$ cat src/rtl/dllRxPkg.sv
package dllRxPkg;

  localparam int WORD_W = 32;
  localparam logic [WORD_W-1:0] CRC_POLY = 32'h04C11DB7;
  localparam logic [WORD_W-1:0] CRC_SEED = '1;

  typedef enum logic [1:0] {
    CLS_GOOD  = 2'd0,
    CLS_AHEAD = 2'd1,
    CLS_DUP   = 2'd2
  } seqClass_e;

  typedef enum logic [1:0] {
    ST_IDLE = 2'd0,
    ST_FWD  = 2'd1,
    ST_DROP = 2'd2
  } rxState_e;

  // strobes from control to datapath
  typedef struct packed {
    logic crcInit;
    logic crcUpdate;
    logic holdLoad;
    logic emit;
    logic emitSop;
    logic emitEop;
    logic emitBad;
  } dpCtrl_t;

  // one word through the CRC register, msb first
  function automatic logic [WORD_W-1:0] crcStep(input logic [WORD_W-1:0] crcIn,
                                                input logic [WORD_W-1:0] word);
    logic [WORD_W-1:0] c;
    logic fb;
    c = crcIn;
    for (int i = WORD_W - 1; i >= 0; i--) begin
      fb = c[WORD_W-1] ^ word[i];
      c = {c[WORD_W-2:0], 1'b0};
      if (fb) c = c ^ CRC_POLY;
    end
    return c;
  endfunction

endpackage

$ cat src/rtl/dllRxDatapath.sv
module dllRxDatapath
  import dllRxPkg::*;
(
  input  logic              clk,
  input  logic              rstN,
  input  logic [WORD_W-1:0] inData,
  input  dpCtrl_t           ctrl,
  output logic              crcMatch,
  output logic              outValid,
  output logic              outSop,
  output logic              outEop,
  output logic              outBad,
  output logic [WORD_W-1:0] outData
);

  logic [WORD_W-1:0] crcReg;
  logic [WORD_W-1:0] holdReg;

  // final word compared with inverted running remainder
  assign crcMatch = (~crcReg == inData);

  always_ff @(posedge clk) begin
    if (!rstN) begin
      crcReg <= CRC_SEED;
    end else if (ctrl.crcInit) begin
      crcReg <= crcStep(CRC_SEED, inData);
    end else if (ctrl.crcUpdate) begin
      crcReg <= crcStep(crcReg, inData);
    end
  end

  always_ff @(posedge clk) begin
    if (!rstN) begin
      holdReg <= '0;
    end else if (ctrl.holdLoad) begin
      holdReg <= inData;
    end
  end

  always_ff @(posedge clk) begin
    if (!rstN) begin
      outValid <= 1'b0;
      outSop   <= 1'b0;
      outEop   <= 1'b0;
      outBad   <= 1'b0;
      outData  <= '0;
    end else begin
      outValid <= ctrl.emit;
      outSop   <= ctrl.emit & ctrl.emitSop;
      outEop   <= ctrl.emit & ctrl.emitEop;
      outBad   <= ctrl.emit & ctrl.emitEop & ctrl.emitBad;
      if (ctrl.emit) outData <= holdReg;
    end
  end

endmodule

$ cat src/rtl/dllRxControl.sv
module dllRxControl
  import dllRxPkg::*;
#(
  parameter int SEQ_W = 12
) (
  input  logic             clk,
  input  logic             rstN,
  input  logic             inValid,
  input  logic             inSop,
  input  logic             inEop,
  input  logic [SEQ_W-1:0] seqField,
  input  logic             crcMatch,
  output dpCtrl_t          ctrl,
  output logic             ackValid,
  output logic             ackNak,
  output logic [SEQ_W-1:0] ackSeq
);

  localparam logic [SEQ_W-1:0] HALF_SPAN = SEQ_W'(1) << (SEQ_W - 1);
  localparam logic [SEQ_W-1:0] SEQ_ONE   = SEQ_W'(1);

  rxState_e          state;
  seqClass_e         pktClass;
  seqClass_e         sopClass;
  logic [1:0]        beatCnt;   // 1 after seq word, saturates at 3
  logic [SEQ_W-1:0]  pktSeq;
  logic [SEQ_W-1:0]  expSeq;
  logic [SEQ_W-1:0]  seqDiff;
  logic [SEQ_W-1:0]  lastGood;
  logic              startBeat;
  logic              contBeat;
  logic              hasBody;
  logic              pktOk;

  assign seqDiff   = seqField - expSeq;
  assign lastGood  = expSeq - SEQ_ONE;
  assign startBeat = inValid & inSop;
  assign contBeat  = inValid & ~inSop & (state != ST_IDLE);
  assign hasBody   = (beatCnt >= 2'd2);
  assign pktOk     = crcMatch & hasBody;

  always_comb begin
    if (seqDiff == '0)            sopClass = CLS_GOOD;
    else if (seqDiff < HALF_SPAN) sopClass = CLS_AHEAD;
    else                          sopClass = CLS_DUP;
  end

  always_comb begin
    ctrl = '0;
    if (startBeat) begin
      ctrl.crcInit = 1'b1;
    end else if (contBeat) begin
      if (!inEop) begin
        ctrl.crcUpdate = 1'b1;
        if (state == ST_FWD) begin
          ctrl.holdLoad = 1'b1;
          ctrl.emit     = hasBody;
          ctrl.emitSop  = (beatCnt == 2'd2);
        end
      end else if (state == ST_FWD && hasBody) begin
        ctrl.emit    = 1'b1;
        ctrl.emitSop = (beatCnt == 2'd2);
        ctrl.emitEop = 1'b1;
        ctrl.emitBad = ~crcMatch;
      end
    end
  end

  always_ff @(posedge clk) begin
    if (!rstN) begin
      state    <= ST_IDLE;
      pktClass <= CLS_GOOD;
      beatCnt  <= 2'd0;
      pktSeq   <= '0;
      expSeq   <= '0;
      ackValid <= 1'b0;
      ackNak   <= 1'b0;
      ackSeq   <= '0;
    end else begin
      ackValid <= 1'b0;
      if (startBeat) begin
        pktSeq   <= seqField;
        pktClass <= sopClass;
        beatCnt  <= 2'd1;
        if (inEop) begin
          state    <= ST_IDLE;
          ackValid <= 1'b1;
          ackNak   <= 1'b1;
          ackSeq   <= lastGood;
        end else begin
          state <= (sopClass == CLS_GOOD) ? ST_FWD : ST_DROP;
        end
      end else if (contBeat) begin
        if (beatCnt != 2'd3) beatCnt <= beatCnt + 2'd1;
        if (inEop) begin
          state    <= ST_IDLE;
          ackValid <= 1'b1;
          if (!pktOk || pktClass == CLS_AHEAD) begin
            ackNak <= 1'b1;
            ackSeq <= lastGood;
          end else if (pktClass == CLS_GOOD) begin
            ackNak <= 1'b0;
            ackSeq <= pktSeq;
            expSeq <= expSeq + SEQ_ONE;
          end else begin
            ackNak <= 1'b0;
            ackSeq <= lastGood;
          end
        end
      end
    end
  end

endmodule

$ cat src/rtl/dllRxIntegrity.sv
module dllRxIntegrity
  import dllRxPkg::*;
#(
  parameter int SEQ_W = 12
) (
  input  logic              clk,
  input  logic              rstN,
  input  logic              inValid,
  input  logic              inSop,
  input  logic              inEop,
  input  logic [WORD_W-1:0] inData,
  output logic              outValid,
  output logic              outSop,
  output logic              outEop,
  output logic              outBad,
  output logic [WORD_W-1:0] outData,
  output logic              ackValid,
  output logic              ackNak,
  output logic [SEQ_W-1:0]  ackSeq
);

  dpCtrl_t dpCtrl;
  logic    crcMatch;

  dllRxControl #(.SEQ_W(SEQ_W)) uCtrl (
    .clk      (clk),
    .rstN     (rstN),
    .inValid  (inValid),
    .inSop    (inSop),
    .inEop    (inEop),
    .seqField (inData[SEQ_W-1:0]),
    .crcMatch (crcMatch),
    .ctrl     (dpCtrl),
    .ackValid (ackValid),
    .ackNak   (ackNak),
    .ackSeq   (ackSeq)
  );

  dllRxDatapath uData (
    .clk      (clk),
    .rstN     (rstN),
    .inData   (inData),
    .ctrl     (dpCtrl),
    .crcMatch (crcMatch),
    .outValid (outValid),
    .outSop   (outSop),
    .outEop   (outEop),
    .outBad   (outBad),
    .outData  (outData)
  );

endmodule

$ cat config.mk
export PLATFORM = sky130hd
export DESIGN_NAME = dllRxIntegrity
export DESIGN_NICKNAME = d
export VERILOG_FILES = /design/src/rtl/dllRxPkg.sv /design/src/rtl/dllRxDatapath.sv /design/src/rtl/dllRxControl.sv /design/src/rtl/dllRxIntegrity.sv
export SDC_FILE = /design/constraint.sdc
export NUM_CORES = 1
export LEC_CHECK = 0
export ABC_CLOCK_PERIOD_IN_PS = 12800
export BUFFER_PORTS_ARGS = -buffer_cell sky130_fd_sc_hd__buf_4
export CORE_AREA = 2 2 160 162
export CTS_BUF_LIST = sky130_fd_sc_hd__clkbuf_2
export CTS_CLUSTER_DIAMETER = 30
export DETAILED_ROUTE_END_ITERATION = 10
export DIE_AREA = 0 0 162 164
export PLACE_DENSITY = 0.69
export SKIP_CTS_REPAIR_TIMING = 1
export SYNTH_ARGS = -nofsm -noshare
export SYNTH_HDL_FRONTEND = slang
export SYNTH_SLANG_ARGS = --single-unit
$ cat constraint.sdc
create_clock -name clk -period 12.8 [get_ports clk]
set_input_delay 2.56 -clock clk [delete_from_list [all_inputs] [get_ports clk]]
set_output_delay 2.56 -clock clk [all_outputs]
set_load 0.005 [all_outputs]
==> metrics.md, run 1 <==
| Metric | Value |
|---|---|
| Clock sinks | `approximately 140` |
| Final nets | `1,433` |
| Worst Hold Class | `flip-flop to flip-flop` |
| DP Wirelength | `roughly 26 mm` |
| Die area | `between 20,000 and 30,000 sq um` |
| Core Region | `24,800 sq um` |
| Vias | `9,149` |
| Synth area leaders | `xnor2_1, dfxtp_1, nand2_1` |
| Post-synth top area share | `27.9%` |
| Total CTS buffers | `17` |
| Dpl ws | `6.20 ns` |
| Clock transition at path regs | `0.25 ns` |
| Crit path max fanout | `7` |
| Max-cap viol count | `0` |
| Top FF cell, synth | `dfxtp_1` |
| # port buffers | `between 80 and 90` |
| Die Y-Extent | `164 microns` |
| Worst path arrival time | `between 6 and 7 ns` |
| H-tree depth | `4` |
| Min setup slack post-route | `6.95 ns` |
| GP Congestion | `1.01` |
| Final Cycle Share | `45.7%` |
| CTS tree | `built` |
| Total track usage | `about 26%` |
| Clk_skew | `0.0374 ns` |
| Sequential share of the synthesized area | `23.6%` |
| Vias in the first global route | `8,836` |
| Max Freq | `about 0.17 GHz` |
| Mapped Nets | `1,385` |
| Synth warn | `0` |
| DRT Wirelength | `33.6 mm` |
| Slew @ Worst Pin | `1.14 ns` |
| First-pass GRT wire length | `51.3 mm` |
| Area grow syn2layout | `8.71%` |
| Average wire per standard cell | `19.5 microns` |
| Synthesized flop and latch total | `144` |
| Num ports | `87` |
| Max transition margin | `23.9%` |
| Final Max Tran Viols | `0` |
| Rows | `58` |
| Yosys top cell by area | `xnor2_1` |
| Syn Inst Count | `1,330` |
| Setup TNS | `0 ns` |
| Layout cell share with drive strength beyond 1 | `15.3%` |
| Status | `completed` |
| Final min period | `5.85 ns` |
| Distinct cell type count after synthesis | `48` |
| # DRC | `0` |
| Mean Syn Cell Area | `9.19 sq um` |
| RSZ-0062 raised after global routing | `false` |
| Drt pass-1 iters | `7` |
| Crit. End Element | `flip-flop` |
| Vias/cell | `5.32` |
| FFs w/ async S/R, synth | `0%` |
| Grt total ovfl | `0` |
| Req. time, crit path | `13.39 ns` |
| Initial core utilization | `49.3%` |
| Setup Crit Path Kind | `input port to flip-flop` |
| Worst Setup Start Kind | `input port` |
| Largest net degree at the start of global routing | `113` |
| ANT nets after route | `0` |
| Number of flops mapped to enable cells by yosys | `0` |
| Setup violations, final | `0` |
| Root Driver | `clkbuf_2` |
| Die width | `162 microns` |
| 1st-iter DRT viols | `638` |
| Hold Vio Cnt, Final | `0` |
| Worst skew pair latency | `0.72 ns` |
| Synthesized area | `~12,000 sq um` |
| CTS max path bufs | `2` |
| Initial antenna violation count | `1` |
==> state kept, by name, summed over array words and instances (netlist names), 2 cells and up <==
| name | count |
|---|---|
| uData.holdReg | 32 |
| uData.outData | 32 |
| uCtrl.ackSeq | 12 |
| uCtrl.expSeq | 12 |
| uCtrl.pktSeq | 12 |
| uData.crcReg | 32 |
| uCtrl.state | 2 |
| uCtrl.pktClass | 2 |
| uCtrl.beatCnt | 2 |
==> placed cells by master, fill, tap and decap left out, types with 14 or more instances in the layout <==
master    instances
a21boi_0         97
and2_1           14
buf_4            97
clkbuf_2         17
dfxtp_1         144
ha_1             17
inv_1            25
nand2_1         234
nand3_1          14
nor2_1           26
nor4_1           15
o211ai_1         44
o21ai_0          16
xnor2_1         389
xnor2_2          30
xnor2_4          20
xor2_1           71
xor2_2           16
==> final timing paths <==
check,from,end,slack (ns),depth (start not counted)
max,inData[26],uData.crcReg[17],6.95,14
min,uData.holdReg[16],uData.outData[16],0.46,2
min reg2reg,uData.holdReg[16],uData.outData[16],0.46,2
max reg2reg,uData.crcReg[27],uData.crcReg[17],8.48,13
==> metrics by stage <==
stage / instance area (sq um) / util, % / hold WS, ns / std cells
after floorplan: 12200 / - / 0.441 / 1330
after global placement: 13100 / 52.7 / 0.452 / 1689
after detailed placement: 13100 / 52.7 / 0.457 / 1689
after CTS: 13300 / 53.5 / 0.454 / 1720
after global routing: 13300 / 53.5 / 0.477 / 1721
final: 13300 / 53.5 / 0.459 / 1721
==> final cells by class <==
cell class / count / area (sq um)
Clock buffer: 17 / 85.1
Fill cell: 2322 / 11500
Multi-Input combinational cell: 1093 / 8950
Inverter: 25 / 93.8
Sequential cell: 144 / 2880
Timing Repair Buffer: 97 / 728
Tap cell: 330 / 413
Antenna cell: 1 / 2.50
Clock inverter: 14 / 129
==> routing by layer <==
metal,vias up,track usage (%),wire [microns]
met5,-,0,0
met4,0,8.41,973
met3,47,4.75,2560
met2,343,40.8,15300
met1,4353,35.0,14800
li1,4406,-,-
==> Yosys cell counts (all sizes together) (3+ instances only) <==
library cell and count:
xnor2 439, nor2 28, o21ai 21, clkbuf 54, ha 17, nor4 15, xor2 94, a21boi 97
inv 25, nand2b 3, o2111ai 7, and2 14, nand3 14, dfxtp 144, buf 14, xnor3 17
nand4 7, nor3 12, nand2 235, o211ai 44, a21oi 5, nor2b 3
==> kinds of logic (layout without fill, tap and decap cells) <==
kind of cell | count (synthesis) | count (layout) | share of synthesized area [%]
AO/OA/AOI/OAI | 186 | 186 | 11.0
AND/OR/NAND/NOR | 338 | 338 | 11.7
buffers and inverters | 93 | 153 | 3.26
XOR/XNOR | 551 | 551 | 48.6
other | 0 | 1 | 0
flip-flops | 144 | 144 | 23.6
adder cells (fa/ha/maj) | 18 | 18 | 1.90
==> critical path, stage by stage <==
cell,delay [ns]
buf_4,0.24
xor2_4,0.30
xnor3_4,0.57
xnor2_4,0.23
xnor2_4,0.33
xor2_4,0.32
xnor3_2,0.61
xor2_2,0.21
xnor2_1,0.33
xnor2_1,0.14
xnor2_1,0.27
o211ai_1,0.12
o21ai_1,0.13
nand2_1,0.07
Power of run 1 is not shown: default switching activity piles up to over one toggle a cycle in this logic, so the estimate is an artifact.
==> run 2, diff against run 1 <==
- ABC_CLOCK_PERIOD_IN_PS: 12800 -> 5900
- clock period: 12.8 -> 5.9 ns (I/O delays scaled with it)
==> metrics.md, run 2 (synthesis results as in run 1) <==
| Metric | Value |
|---|---|
| ANT nets after route | `0 (unchanged)` |
| Worst skew pair latency | `0.76 ns (+0.04 ns)` |
| Most frequent cells in the layout | `xnor2_1, nand2_1, dfxtp_1` |
| Worst r2r path cells | `13 (unchanged)` |
| Final Cycle Share | `73.1%` |
| Area grow syn2layout | `9.52%` |
| Clock sinks | `144 (unchanged)` |
| Layout cell share with drive strength beyond 1 | `15.8% (+0.48 points)` |
| Final min period | `4.32 ns` |
| Req. time, crit path | `6.57 ns (-6.82 ns)` |
| Hold depth | `2 (unchanged)` |
| First-pass GRT wire length | `51.7 mm (+0.69%)` |
| Hold Vio Cnt, Final | `0 (unchanged)` |
| Core Region | `24,800 sq um (unchanged)` |
| Worst Hold Class | `flip-flop to flip-flop` |
| RSZ-0062 raised after global routing | `false` |
| Largest net degree at the start of global routing | `82 (-27%)` |
| Final nets | `1,440 (+0.49%)` |
| Vias | `9,186 (+0.40%)` |
| GR Util met3 | `3.94% (-0.81 points)` |
| Drt pass-1 iters | `5 (-2)` |
| Initial antenna violation count | `1 (unchanged)` |
| GP Congestion | `0.956 (-5.6%)` |
| Grt total ovfl | `0 (unchanged)` |
| Slew @ Worst Pin | `1.12 ns (-0.0171 ns)` |
| Footprint of the multi-input gates | `8950 sq um (unchanged)` |
| Post-route cell area | `13,400 sq um (+0.74%)` |
| Root Driver | `clkbuf_2` |
| Max transition margin | `25.1% (+1.1 points)` |
| CTS tree | `built` |
| Final Max Tran Viols | `0 (unchanged)` |
| Die area | `26,600 sq um (unchanged)` |
| Vias/cell | `5.31 (about the same)` |
| Total CTS buffers | `17 (unchanged)` |
| Clk_skew | `0.0458 ns (+0.00846 ns)` |
| Status | `completed` |
| Total track usage | `25.8% (+0.25 points)` |
| Worst path arrival time | `4.98 ns (-1.46 ns)` |
| Setup violations, final | `0 (unchanged)` |
| 1st-iter DRT viols | `736 (+15%)` |
| Num ports | `87 (unchanged)` |
| # DRC | `0 (unchanged)` |
| Max Freq | `0.232 GHz` |
| Gr busiest metal | `met2` |
| Average wire per standard cell | `19.4 microns (-0.74%)` |
| Clock transition at path regs | `0.27 ns (+0.02 ns)` |
| Filler cells | `2,306 (-0.69%)` |
| Setup TNS | `0 ns (unchanged)` |
| Worst Setup Start Kind | `input port` |
| Setup Crit Path Kind | `input port to flip-flop` |
| FF/Latch Area | `2880 sq um (unchanged)` |
| Biggest regs | `uData.crcReg (32), uData.holdReg (32), uData.outData (32)` |
| Area after DPL | `13,100 sq um (+0.40%)` |
| Crit path max fanout | `8 (+1)` |
| # port buffers | `86 (unchanged)` |
| Die Y-Extent | `164 microns (unchanged)` |
| Max-cap viol count | `0 (unchanged)` |
| Crit. End Element | `flip-flop` |
| Rows | `58 (unchanged)` |
| GR Layer Usage met1 | `35.2% (+0.23 points)` |
| Most common cell after layout, fill and taps aside | `xnor2_1` |
| CTS max path bufs | `2 (unchanged)` |
| DP Wirelength | `26.5 mm (+0.92%)` |
| H-tree depth | `4 (unchanged)` |
| Grt met2 use | `41.5% (+0.70 points)` |
| DRT Wirelength | `33.5 mm (-0.28%)` |
| Vias in the first global route | `8,922 (+0.97%)` |
| Initial core utilization | `49.3% (unchanged)` |
| Die width | `162 microns (unchanged)` |
-- run 2: cell types whose count changed in the layout (fill, tap and decap cells not counted), sizes merged --
cell / before / now
clkinvlp: 4 / 1
bufinv: 0 / 1
clkinv: 2 / 4
clkbuf: 17 / 18
buf: 97 / 104
-- run 2: path summary, 6_finish.rpt --
| check | to | slack, ns | from |
|---|---|---|---|
| max reg2reg | uData.crcReg[8] | 1.64 | uData.crcReg[27] |
| max | uData.crcReg[8] | 1.58 | inData[28] |
| min reg2reg | uData.outData[6] | 0.45 | uData.holdReg[6] |
| min | uData.outData[6] | 0.45 | uData.holdReg[6] |
-- run 2: cell type report --
cell class	instances	area share [%]
Inverter	25	0.701
Antenna cell	1	0.0187
Tap cell	330	3.08
Clock buffer	18	0.673
Timing Repair Buffer	104	5.83
Multi-Input combinational cell	1093	66.9
Sequential cell	144	21.5
Clock inverter	14	1.27
-- run 2: layer usage --
metal | routed length [microns] | vias up
met5 | 0 | -
li1 | - | 4419
met2 | 15100 | 334
met1 | 14800 | 4363
met3 | 2470 | 70
met4 | 1120 | 0
-- run 2: metrics by stage --
step | hold WS [ns] | utilization (%) | worst slack (ns) | cells
after floorplan | 0.441 | - | 1.20 | 1330
after CTS | 0.456 | 53.9 | 1.61 | 1728
after global routing | 0.464 | 53.9 | 1.42 | 1729
after detailed placement | 0.457 | 52.9 | 0.767 | 1696
final | 0.454 | 53.9 | 1.58 | 1729
after global placement | 0.450 | 52.9 | 0.875 | 1696
-- run 2: worst max-delay path: stages --
cell	delay (ns)
buf_4	0.23
xor2_4	0.21
xnor3_2	0.52
xnor2_4	0.28
xnor3_1	0.46
xor2_2	0.25
xnor2_2	0.29
xnor3_2	0.43
xor3_2	0.47
xor2_2	0.18
xnor2_1	0.17
o211ai_1	0.10
o21ai_1	0.14
nand2_1	0.07
Power of run 2 is left out for the same reason.
==> run 3, diff against run 2 <==
- ABC_AREA: unset -> 1
- ABC_CLOCK_PERIOD_IN_PS: 5900 -> 3500
- CORE_AREA: 2 2 160 162 -> 2 2 182 184
- DIE_AREA: 0 0 162 164 -> 0 0 184 186
- PLACE_DENSITY: 0.69 -> 0.71
- clock period: 5.9 -> 3.5 ns (I/O delays scaled with it)
==> metrics.md, run 3 <==
| Metric | Value |
|---|---|
| Status | `completed` |
| Sequential share of the synthesized area | `18.1% (-5.5 points)` |
| Slew @ Worst Pin | `0.941 ns (-0.183 ns)` |
| Grt total ovfl | `0 (unchanged)` |
| Worst skew pair latency | `0.78 ns (+0.02 ns)` |
| H-tree depth | `4 (unchanged)` |
| Hold Vio Cnt, Final | `0 (unchanged)` |
| Most common cell after layout, fill and taps aside | `nand2_1` |
| Root Driver | `clkbuf_2` |
| Top FF cell, synth | `dfxtp_1` |
| Post-synth top cells | `nand2_1, nand3_1, inv_1, xor2_1, dfxtp_1` |
| Most used standard cell by instance count after synthesis | `nand2_1` |
| Footprint of the multi-input gates | `11,800 sq um (+32%)` |
| Drt pass-1 iters | `6 (+1)` |
| Mapped Nets | `2,656 (+92%)` |
| Setup Crit Path Kind | `flip-flop to flip-flop` |
| GR Layer Usage met1 | `45.7% (+10 points)` |
| # port buffers | `86 (unchanged)` |
| Final nets | `3,079 (+110%)` |
| CTS tree | `built` |
| Area grow syn2layout | `26.5%` |
| 1st-iter DRT viols | `1,592 (+120%)` |
| Largest net degree at the start of global routing | `63 (-23%)` |
| Setup violations, final | `0 (unchanged)` |
| Max-cap viol count | `0 (unchanged)` |
| Initial core utilization | `49.4% (+0.19 points)` |
| Total CTS buffers | `17 (unchanged)` |
| Max transition margin | `37.2% (+12 points)` |
| Req. time, crit path | `4.17 ns (-2.40 ns)` |
| Vias | `18.5k (+100%)` |
| Crit-path cells | `xnor2_2 -> nand3_1 -> nand2_1 -> nand2_2 -> nand2_4 -> inv_2 -> nand2_1 -> nand2_1 -> nand2_1 -> nand2_1 -> nand2_1 -> buf_4 -> nand3_1 -> nand2_2 -> inv_2 -> nand2_1 -> nand3_2 -> nand2_4 -> buf_4 -> xor2_2 -> nand2_1 -> o211ai_1 -> nand2_1` |
| Rows | `66 (+14%)` |
| Die width | `184 microns (+14%)` |
| Synthesized area | `15,900 sq um (+30%)` |
| CP Buf/Inv Count | `4 (+3)` |
| Biggest regs | `uData.crcReg (32), uData.holdReg (32), uData.outData (32)` |
| CTS max path bufs | `2 (unchanged)` |
| Num ports | `87 (unchanged)` |
| Synth warn | `0 (unchanged)` |
| Final min period | `3.41 ns` |
| FFs w/ async S/R, synth | `0% (unchanged)` |
| FF/Latch Area | `2900 sq um (+0.65%)` |
| Vias/cell | `5.38 (+1.3%)` |
| GP Congestion | `1.07 (+12%)` |
| Filler cells | `3,171 (+38%)` |
| Gr busiest metal | `met2` |
| CP peak stage delay | `0.41 ns (-0.11 ns)` |
| RSZ-0062 raised after global routing | `true` |
| Vias in the first global route | `17.2k (+93%)` |
| Max Freq | `between 0.2 and 0.3 GHz` |
| Clock sinks | `144 (unchanged)` |
| First-pass GRT wire length | `93.9 mm (+82%)` |
| Synthesized flop and latch total | `144 (unchanged)` |
| Post-synth top area share | `21.4% (-6.4 points)` |
| Worst path slowest cell | `dfxtp_1` |
| Final Max Tran Viols | `0 (unchanged)` |
| Grt met2 use | `59.7% (+18 points)` |
| Syn Inst Count | `2,601 (+96%)` |
| Worst path arrival time | `4.08 ns (-0.90 ns)` |
| # DRC | `0 (unchanged)` |
| DP Wirelength | `51.7 mm (+95%)` |
| Crit. End Element | `flip-flop` |
| Initial antenna violation count | `2 (+1)` |
| Final Cycle Share | `97.5%` |
| Total track usage | `36.0% (+10 points)` |
| Core Region | `32,200 sq um (+30%)` |
| Clk_skew | `0.0527 ns (+0.00689 ns)` |
| Synth area leaders | `nand2_1, dfxtp_1, xor2_1` |
| Mean Syn Cell Area | `6.12 sq um (-33%)` |
| Clock transition at path regs | `0.26 ns (about the same)` |
| Die Y-Extent | `186 microns (+13%)` |
| Crit path max fanout | `7 (-1)` |
| Yosys top cell by area | `nand2_1` |
| Worst Setup Start Kind | `flip-flop` |
| Distinct cell type count after synthesis | `53 (+10%)` |
| GR Util met3 | `3.95% (+0.013 points)` |
| Most used cell, CP | `nand2_1` |
| Average wire per standard cell | `18.0 microns (-7.3%)` |
| Top Family by Delay on Critical Path | `simple AND/OR/NAND/NOR gates` |
| ANT nets after route | `0 (unchanged)` |
| Worst Hold Class | `input port to flip-flop` |
| Layout cell share with drive strength beyond 1 | `27.0% (+11 points)` |
| DRT Wirelength | `61.9 mm (+85%)` |
| Most frequent cells in the layout | `nand2_1, buf_4, nand3_1` |
| Final hold slack | `0.221 ns (-0.232 ns)` |
| R2r setup slk | `0.09 ns (-1.55 ns)` |
| Number of flops mapped to enable cells by yosys | `0 (unchanged)` |
| Die area | `34,200 sq um (+29%)` |
run 3: routing by layer:
layer | routed length (microns) | vias up
met1 | 25800 | 8596
met2 | 27900 | 728
met4 | 3900 | 2
met3 | 4330 | 179
met5 | 13 | -
li1 | - | 9044
run 3: cell type report:
type | instances | share of cell area (%)
repair buffers | 463 | 17.8
multi-input cells | 2119 | 58.7
inverters | 279 | 5.35
clock buffers | 17 | 0.422
diodes | 1 | 0.0124
flip-flops and latches | 144 | 14.4
well taps | 408 | 2.53
clock inverters | 15 | 0.727
run 3: cells by family (layout without fill, tap and decap cells):
group	count (synthesis)	in the layout	synth area share, %
AND/OR/NAND/NOR	1572	1572	46.7
adder cells (fa/ha/maj)	18	18	1.46
flip-flops	144	144	18.1
XOR/XNOR	276	276	16.6
buffers and inverters	338	774	8.67
AO/OA/AOI/OAI	253	253	8.47
other	0	1	0
run 3: metrics by stage:
stage,cell area [sq um],setup TNS (ns),worst slack [ns],util [%],instances
2_1_floorplan,15900,0,0.406,-,2601
3_3_place_gp,19700,-10.13,-0.503,61.0,3404
3_5_place_dp,19700,-11.69,-0.544,61.0,3404
4_1_cts,19900,-0.355,-0.118,61.8,3436
5_1_grt,20100,-0.182,-0.0564,62.5,3446
6_report,20100,0,0.0889,62.5,3446
run 3: tightest hold or removal path, stage by stage:
cell	delay (ns)
buf_4	0.10
nor2_1	0.04
nand2_1	0.05
a21oi_1	0.05
run 3: path summary, 6_finish.rpt:
path                         start          endpoint  cells after the start
setup / recovery  uData.crcReg[17]  uData.crcReg[25]                     23
hold / removal               inEop    uCtrl.state[0]                      4
setup reg to reg  uData.crcReg[17]  uData.crcReg[25]                     23
hold reg to reg    uCtrl.ackSeq[9]   uCtrl.ackSeq[9]                      2
Power of run 3 is left out for the same reason.
